## src/rtl/uart_tx_pkg.sv

```systemverilog
package uart_tx_pkg;

  typedef enum logic [1:0] {
    PAR_NONE = 2'b00,
    PAR_ZERO = 2'b01,
    PAR_ODD  = 2'b10,
    PAR_EVEN = 2'b11
  } par_mode_e;

  typedef struct packed {
    logic      clk_en;
    logic      tx_en;
    logic      rx_en;
    par_mode_e par;
    logic      len8;
    logic      stop2;
    logic      spare;
  } ctrl_t;

endpackage

```

## src/rtl/tx_hold_buf.sv

```systemverilog
module tx_hold_buf #(
  parameter int DATA_W = 8
) (
  input  logic              clk_i,
  input  logic              rst_ni,
  input  logic              clr_i,
  input  logic              wr_i,
  input  logic [DATA_W-1:0] data_i,
  input  logic              take_i,
  output logic              full_o,
  output logic [DATA_W-1:0] data_o
);

  always_ff @(posedge clk_i or negedge rst_ni) begin
    if (!rst_ni) begin
      full_o <= 1'b0;
      data_o <= '0;
    end else if (clr_i) begin
      full_o <= 1'b0;
    end else if (take_i) begin
      full_o <= 1'b0;
    end else if (wr_i && !full_o) begin
      full_o <= 1'b1;
      data_o <= data_i;
    end
  end

endmodule

```

## src/rtl/tx_start_guard.sv

```systemverilog
module tx_start_guard #(
  parameter int GUARD_TICKS = 2
) (
  input  logic clk_i,
  input  logic rst_ni,
  input  logic en_i,
  input  logic tick_i,
  output logic ready_o
);

  localparam int GW = $clog2(GUARD_TICKS + 1);
  localparam logic [GW-1:0] GLIM = GW'(GUARD_TICKS);

  logic [GW-1:0] cnt_q;

  always_ff @(posedge clk_i or negedge rst_ni) begin
    if (!rst_ni)                      cnt_q <= '0;
    else if (!en_i)                   cnt_q <= '0;
    else if (tick_i && cnt_q != GLIM) cnt_q <= cnt_q + 1'b1;
  end

  assign ready_o = en_i && (cnt_q == GLIM);

endmodule

```

## src/rtl/tx_frame_shifter.sv

```systemverilog
module tx_frame_shifter
  import uart_tx_pkg::*;
#(
  parameter int DATA_W = 8
) (
  input  logic              clk_i,
  input  logic              rst_ni,
  input  logic              clr_i,
  input  logic              tick_i,
  input  logic              load_i,
  input  logic [DATA_W-1:0] data_i,
  input  par_mode_e         par_i,
  input  logic              len8_i,
  input  logic              stop2_i,
  output logic              busy_o,
  output logic              bit_o,
  output logic              done_o
);

  localparam int FRAME_W = DATA_W + 4;
  localparam int CNT_W   = $clog2(FRAME_W + 1);

  logic [FRAME_W-1:0] frame, sh_q;
  logic [CNT_W-1:0]   len, cnt_q;
  logic [DATA_W-1:0]  dm;
  logic               has_par, pbit;

  always_comb begin
    dm = data_i;
    if (!len8_i) dm[DATA_W-1] = 1'b0;
    has_par = (par_i != PAR_NONE);
    unique case (par_i)
      PAR_ODD:  pbit = ~(^dm);
      PAR_EVEN: pbit = ^dm;
      default:  pbit = 1'b0;
    endcase
    frame = '1;
    frame[0] = 1'b0;
    frame[DATA_W-1:1] = data_i[DATA_W-2:0];
    if (len8_i) begin
      frame[DATA_W] = data_i[DATA_W-1];
      if (has_par) frame[DATA_W+1] = pbit;
    end else if (has_par) begin
      frame[DATA_W] = pbit;
    end
    len = CNT_W'(DATA_W + 1) + CNT_W'(len8_i) + CNT_W'(has_par) + CNT_W'(stop2_i);
  end

  always_ff @(posedge clk_i or negedge rst_ni) begin
    if (!rst_ni) begin
      sh_q   <= '1;
      cnt_q  <= '0;
      busy_o <= 1'b0;
      done_o <= 1'b0;
    end else if (clr_i) begin
      sh_q   <= '1;
      cnt_q  <= '0;
      busy_o <= 1'b0;
      done_o <= 1'b0;
    end else begin
      done_o <= 1'b0;
      if (tick_i && busy_o) begin
        if (cnt_q == CNT_W'(1)) begin
          busy_o <= 1'b0;
          done_o <= 1'b1;
          sh_q   <= '1;
        end else begin
          sh_q  <= {1'b1, sh_q[FRAME_W-1:1]};
          cnt_q <= cnt_q - 1'b1;
        end
      end else if (load_i) begin
        sh_q   <= frame;
        cnt_q  <= len;
        busy_o <= 1'b1;
      end
    end
  end

  assign bit_o = sh_q[0];

endmodule

```

## src/rtl/uart_tx_core.sv

```systemverilog
module uart_tx_core
  import uart_tx_pkg::*;
#(
  parameter int DATA_W      = 8,
  parameter int GUARD_TICKS = 2
) (
  input  logic              clk_i,
  input  logic              rst_ni,
  input  logic [7:0]        ctrl_i,
  input  logic              tick_i,
  input  logic              wr_en_i,
  input  logic [DATA_W-1:0] wr_data_i,
  output logic              txd_o,
  output logic [1:0]        stat_o,
  output logic              tx_done_o
);

  ctrl_t             c;
  logic              clr, run, wr_ok, take, full, ready, busy, sbit, done;
  logic [DATA_W-1:0] bdata;
  logic              unused_ctrl;

  assign c           = ctrl_t'(ctrl_i);
  assign unused_ctrl = ^{c.rx_en, c.spare};
  assign clr         = ~c.clk_en;
  assign run         = c.clk_en & c.tx_en;
  assign wr_ok       = wr_en_i & run;
  assign take        = tick_i & ~busy & full & ready;

  tx_hold_buf #(.DATA_W(DATA_W)) u_buf (
    .clk_i, .rst_ni, .clr_i(clr), .wr_i(wr_ok), .data_i(wr_data_i),
    .take_i(take), .full_o(full), .data_o(bdata)
  );

  tx_start_guard #(.GUARD_TICKS(GUARD_TICKS)) u_guard (
    .clk_i, .rst_ni, .en_i(run), .tick_i, .ready_o(ready)
  );

  tx_frame_shifter #(.DATA_W(DATA_W)) u_shift (
    .clk_i, .rst_ni, .clr_i(clr), .tick_i, .load_i(take), .data_i(bdata),
    .par_i(c.par), .len8_i(c.len8), .stop2_i(c.stop2),
    .busy_o(busy), .bit_o(sbit), .done_o(done)
  );

  // clock-enable low gates outputs in the same cycle
  assign txd_o     = clr | sbit;
  assign stat_o    = {full & c.clk_en, busy & c.clk_en};
  assign tx_done_o = done & c.clk_en;

endmodule

```

## config.mk

```make
export PLATFORM = sky130hd
export DESIGN_NAME = uart_tx_core
export DESIGN_NICKNAME = d
export VERILOG_FILES = /design/src/rtl/uart_tx_pkg.sv /design/src/rtl/tx_hold_buf.sv /design/src/rtl/tx_start_guard.sv /design/src/rtl/tx_frame_shifter.sv /design/src/rtl/uart_tx_core.sv
export SDC_FILE = /design/constraint.sdc
export NUM_CORES = 1
export LEC_CHECK = 0
export BUFFER_PORTS_ARGS = -buffer_cell sky130_fd_sc_hd__buf_4
export CORE_MARGIN = 2
export CORE_UTILIZATION = 55
export CTS_CLUSTER_SIZE = 14
export DETAILED_ROUTE_END_ITERATION = 6
export PLACE_DENSITY = 0.78
export SLEW_MARGIN = 40
export SYNTH_ARGS = -nofsm -noshare
export SYNTH_HDL_FRONTEND = slang
export SYNTH_SLANG_ARGS = --single-unit
```

## constraint.sdc

```tcl
create_clock -name clk_i -period 1.7 [get_ports clk_i]
set_clock_uncertainty 0.05 [all_clocks]
set_input_delay 0.17 -clock clk_i [delete_from_list [all_inputs] [get_ports clk_i]]
set_output_delay 0.17 -clock clk_i [all_outputs]
set_load 0.02 [all_outputs]
```

# Yosys cells after proc, flatten, opt, wreduce, memory -nomap -nowiden
# Index checks and enable logic that the tools add are counted.
[totals]
ff_bits = 29
latchBits = 0
ram_bits = 0
romBits = 0
word_cells = 70
memories = 0
[classes]
add_sub_neg = 5
n_mul = 0
div = 0
order_cmp = 0
eq_ne = 10
shift = 0
muxes = 25
n_bitwise = 13
n_reduce_logical = 10
[ops]
columns = ["operator", "count"]
rows = [
  ["12-bit 2-to-1 mux", 3],
  ["4-bit 2-to-1 mux", 4],
  ["1-bit 2-to-1 mux", 14],
  ["11-bit 2-to-1 mux", 1],
  ["4-bit by 1-bit adder with 4-bit output", 2],
  ["1-bit bitwise AND", 8],
  ["8-bit XOR reduction", 1],
  ["2-bit equality test (second input constant)", 3],
  ["3-bit by 1-bit inequality test with 1-bit output (second input constant)", 2],
  ["3-bit inequality test (second input constant)", 2],
  ["4-bit by 1-bit adder with 4-bit output (first input constant)", 1],
  ["4-bit by 1-bit equality test with 1-bit output (second input constant)", 1],
  ["1-bit logical AND", 4],
  ["2-bit 2-to-1 mux", 2],
  ["1-bit inverter", 4],
  ["2-bit AND reduction", 2],
  ["4-bit by 1-bit subtractor with 4-bit output (second input constant)", 1],
  ["3-bit AND reduction", 1],
  ["2-bit by 1-bit adder with 2-bit output (second input constant)", 1],
  ["2-bit by 1-bit inequality test with 1-bit output (second input constant)", 1],
  ["2-bit inequality test (second input constant)", 1],
  ["1-bit one-hot mux with 2 select lines", 1],
  ["2-bit nonzero test", 1],
  ["1-bit zero test", 1],
  ["1-bit bitwise OR", 1],
]

# Longest topological paths before layout
[depth]
depth_word = 9
depth_mapped = 9
depth_no_buf = 9

# Modules after synthesis
# Synthesis repeated with hierarchy kept, for this count alone.
[unflattened]
cells_unflattened = 152
area_unflattened_um2 = 1521.5
[modules_own_cells]
columns = ["mod", "instances", "cells_per_inst", "area_per_inst_um2", "seq_area_each_um2"]
rows = [
  ["tx_frame_shifter", 1, 113, 996.0, 412.9],
  ["tx_hold_buf", 1, 20, 347.8, 225.2],
  ["tx_start_guard", 1, 11, 121.4, 50.0],
  ["uart_tx_core", 1, 8, 56.3, 0.0],
]

# Least setup slack after synthesis
# No wires, ideal clock.
[synth_timing]
path_kind = "register -> register"
from = "register u_shift.cnt_q[1]"
to = "register u_shift.sh_q[1]"
setup_ns = 0.073
arrival_ns = 1.465
path_slack_ns = 0.112
path_stages_with_launch = 8
path_buffers = 1
synth_period_minus_slack_ns = 1.588
cell_sequence = "dfrtp_1 inv_1 ha_1 nor3b_2 or2_2 clkbuf_1 o22ai_1 a21oi_1"
[synth_between]
elab_chain_len = 4
[synth_lines]
columns = ["item", "line_no", "text"]
rows = [
  ["start, declared", "tx_frame_shifter.sv:24", "logic [CNT_W-1:0] len, cnt_q;"],
  ["start signal, assigned", "tx_frame_shifter.sv:69", "cnt_q <= cnt_q - 1'b1;"],
  ["start signal, assigned", "tx_frame_shifter.sv:73", "cnt_q <= len;"],
  ["4-bit by 1-bit equality test with 1-bit output", "tx_frame_shifter.sv:63", "if (cnt_q == CNT_W'(1)) begin"],
  ["11-bit 2-to-1 mux", "tx_frame_shifter.sv:63", ""],
  ["12-bit 2-to-1 mux", "tx_frame_shifter.sv:62", "if (tick_i && busy_o) begin"],
  ["12-bit 2-to-1 mux", "tx_frame_shifter.sv:55", "end else if (clr_i) begin"],
  ["end signal, assigned", "tx_frame_shifter.sv:68", "sh_q <= {1'b1, sh_q[FRAME_W-1:1]};"],
  ["end signal, assigned", "tx_frame_shifter.sv:72", "sh_q <= frame;"],
  ["end, declared", "tx_frame_shifter.sv:23", "logic [FRAME_W-1:0] frame, sh_q;"],
]
# Every way passes these cells.
# A chain may end at the register's enable or synchronous reset.

# Worst setup path after layout
[layout_timing]
from = "register u_buf.data_o[1]"
to = "register u_shift.sh_q[8]"
[layout_between]
elab_chain_len = 8
[layout_lines]
columns = ["item", "line_no", "text"]
rows = [
  ["start, declared", "tx_hold_buf.sv:11", "output logic [DATA_W-1:0] data_o"],
  ["start signal, assigned", "tx_hold_buf.sv:24", "data_o <= data_i;"],
  ["8-bit XOR reduction *", "tx_frame_shifter.sv:33, tx_frame_shifter.sv:34", ""],
  ["1-bit inverter", "tx_frame_shifter.sv:33", "PAR_ODD: pbit = ~(^dm);"],
  ["1-bit one-hot mux with 2 select lines *", "tx_frame_shifter.sv:32", "unique case (par_i)"],
  ["1-bit 2-to-1 mux *", "tx_frame_shifter.sv:43", "end else if (has_par) begin"],
  ["1-bit 2-to-1 mux *", "tx_frame_shifter.sv:40", "if (len8_i) begin"],
  ["12-bit 2-to-1 mux *", "tx_frame_shifter.sv:71", "end else if (load_i) begin"],
  ["12-bit 2-to-1 mux *", "tx_frame_shifter.sv:62", ""],
  ["12-bit 2-to-1 mux *", "tx_frame_shifter.sv:55", ""],
]
# Mark *: on every way between the ends. The rest lies on a longest branch, timed or not. The select of a mux whose other input is x is not followed.

==> out/results.txt <==
outcome -> complete, no violations
Post-synth EDFFs -> 0
via/cell ratio -> 5.57
fin nets -> 214
Min Hold Slack -> 0.0140 ns
crit start category -> flip-flop
GRT met2 Usage -> 33.7%
CTS root buf -> clkbuf_4
critical path cell sequence -> xor2_1 > xnor2_1 > xnor3_2 > and2_4 > a211oi_2
DR WL/cell -> 14.9 µm
DP Wirelength -> 2.07 mm
Post-route DRC -> 0
met3 usage -> 3.75%
Seq/Total Area, Yosys -> 47.3%
Die Area -> 3070 µm²
n_diodes -> 0
unrepaired setup endpoints after global routing -> true
Routed Antenna Nets -> 0
crit path DAT -> 1.88 ns
final cell count without fillers -> 217
Logic pwr share -> 32.1%
antenna violations before repair -> 0
Worst Tran Pin Value -> 0.390 ns
total nets after synthesis -> 176
Worst setup EP type -> flip-flop
Total GRT Usage -> 20.5%
PortBufs -> 21
Inserted Clock Buffers -> 3
relative slew slack -> 73.9%
Tmin final -> 1.66 ns
Remaining Overflow, GRT -> 0
CTS tree -> yes
area of the multi-input gates -> 742 µm²
hold endpoint -> u_buf.data_o[2]
Worst-path clk slew -> 0.15 ns
vias in the first global route -> 1179
max-slew violation count -> 0
Static Leak -> 0.833 nW
R2R Path End -> u_shift.sh_q[8]
dominant synthesized flop cell -> dfrtp_1
Clock Latency Late Sink -> 0.34 ns
Crit-path slowest cell -> dfrtp_1
Worst Path Buf+Inv -> 0
DRT iter0 DRCs -> 30
synthesis-to-finish area growth -> 26.9%
Tcrit/Tclk final -> 97.6%
placer congestion estimate -> 0.720
worst hold path depth -> 2
maxcap violations -> 0
CTS Sinks -> 27
Final setup viols -> 0
layout cells sized above 1 -> 35.3%
Die H -> 55.4 µm
worst vdd rail ir drop -> 0.806 mV
Initial Utilization -> 58.2%
Clock Path Buffers -> 2
Pre-antenna DRT Iters -> 4
flop and latch count out of synthesis -> 27
register area -> 688 µm²
worst hold path class -> input pin to flip-flop
R2R cell count -> 5
Die Wd -> 55.4 µm
pwr/cell area -> 878 nW/µm²
core area -> 2500 µm²
overall power -> 1.62 mW
largest net degree at the start of global routing -> 28
Final Core Density -> 73.8%
crit-path max FO -> 3
Required @ worst endpoint -> 1.92 ns
post-synthesis cell count -> 150
H-tree Lvls -> 1
asr flop ratio synth -> 100%
# fillers -> 163
RR Startpoint -> u_buf.data_o[1]
number of synthesis warnings -> 0
Clock Power Share -> 18.3%
IO Count -> 24
Netlist cell types -> 33
worst hold start -> wr_data_i[2]
Crit Path Category -> flip-flop to flip-flop
vias -> 1208
Internal -> 1.12 mW
met1 GRT Util -> 26.6%
CP delay by family, top -> XOR/XNOR gates
Worst R2R Setup Slack -> 0.04 ns
first-pass GRT wire length -> 5.08 mm
Fin. Hold Viols -> 0
Syn Area/Cell -> 9.69 µm²
crit-path max cell delay -> 0.44 ns
sw frac -> 30.9%
final wirelength -> 3.24 mm
fmax -> 603 MHz
Cell Rows -> 18
Mapped Area -> 1450 µm²
sequential power share -> 49.6%
Sw Pwr -> 0.500 mW
Most Used Layer, Global Route -> met2
cell total after placement -> 198
[cell type report]
type | count | area share, %
tap | 30 | 2.03
timing repair buffer | 39 | 17.0
multi-input combinational | 108 | 40.2
clock inverter | 1 | 0.407
inverter | 9 | 1.83
sequential | 27 | 37.3
clock buffer | 3 | 1.22
[layout by cell type, fill, tap and decap left out, drive strengths merged]
cell and count:
buf 31, o21ai 10, o22ai 8, nor4 1, o221ai 1, xnor2 5, nor3 3, dfrtp 17
mux2 8, a21o 1, clkbuf 3, and3 1, and2 3, or2 2, xnor3 1, xor2 1
nand3 4, ha 6, a21oi 12, nor2 16, nand2 15, nor4b 1, dfstp 10, clkinvlp 1
a211oi 4, a31oi 1, a21boi 1, inv 9, nand2b 1, or3 1, nor3b 1, dlygate4sd3 8
[power groups by stage]
| stage | registers, mW | clock network [mW] | logic [mW] |
|---|---|---|---|
| after CTS | 0.798 | 0.300 | 0.478 |
| after floorplan | 0.793 | 0 | 0.316 |
| after global placement | 0.809 | 0 | 0.397 |
| final | 0.803 | 0.297 | 0.520 |
| after detailed placement | 0.814 | 0 | 0.417 |
| after global routing | 0.813 | 0.330 | 0.564 |
[metal layers]
| metal | routed length (µm) | part of all wire [%] |
|---|---|---|
| met1 | 1370 | 42 |
| met2 | 1630 | 50 |
| met3 | 167 | 5.2 |
| met4 | 73 | 2.3 |
| met5 | 0 | 0 |
[metrics by stage]
stage | TNS, ns | setup slack [ns] | area, µm²
global placement | 0 | 0.0980 | 1650
global route | -0.118 | -0.0832 | 1850
finish | 0 | 0.0409 | 1850
detailed placement | 0 | 0.0269 | 1650
CTS | 0 | 0.00584 | 1740
floorplan | 0 | 0.112 | 1450
[state kept, by name, summed over array words and instances, names as in the netlist]
name            flops
u_shift.busy_o      1
u_shift.sh_q       10
u_buf.data_o        8
u_guard.cnt_q       2
u_shift.done_o      1
u_shift.cnt_q       4
u_buf.full_o        1
[worst max-delay path by stage]
stage	from	to	slack (ns)	depth (start not counted)
floorplan	u_shift.cnt_q[1]	u_shift.sh_q[1]	0.11	7
global placement	u_buf.data_o[1]	u_shift.sh_q[8]	0.1	5
detailed placement	u_shift.cnt_q[0]	u_shift.cnt_q[2]	0.03	6
CTS	u_shift.cnt_q[1]	u_shift.sh_q[8]	0.006	7
global route	u_buf.data_o[1]	u_shift.sh_q[8]	-0.08	5
finish	u_buf.data_o[1]	u_shift.sh_q[8]	0.04	5
[kinds of logic (layout without fill, tap and decap cells)]
logic type / after synthesis / after routing / synth area share (%)
xor+xnor: 7 / 7 / 5.16
flops: 27 / 27 / 47.3
fa+ha+maj: 6 / 6 / 5.16
mux: 8 / 8 / 6.20
compound gates: 38 / 38 / 15.8
buf+inv: 15 / 52 / 3.96
simple gates: 49 / 49 / 16.4
[cell usage after synthesis, types with 3 or more instances]
library cell  instances  share of area [%]
nand3_1               4                1.4
o21ai_0               9                3.1
clkbuf_1              5                1.3
inv_1                 9                2.3
nand2_1              15                3.9
a21oi_1              12                4.1
dfrtp_1              17                 29
o22ai_1               8                3.4
dfstp_2              10                 18
nor3_1                3                1.0
nor2_1               16                4.1
mux2_2                8                6.2
xnor2_1               5                3.0
ha_1                  6                5.2
[repair_timing]
item / in CTS / in global routing
pin swaps: 5 / 3
hold buffers: 1 / 7
hold endpoints to repair: 27 / 7
buffers inserted: 4 / 2
gates cloned: 0 / 1
gates resized for setup: 3 / 9
endpoints found under the setup margin: 2 / 5
Note: power is estimated with default switching activity, not from simulation.
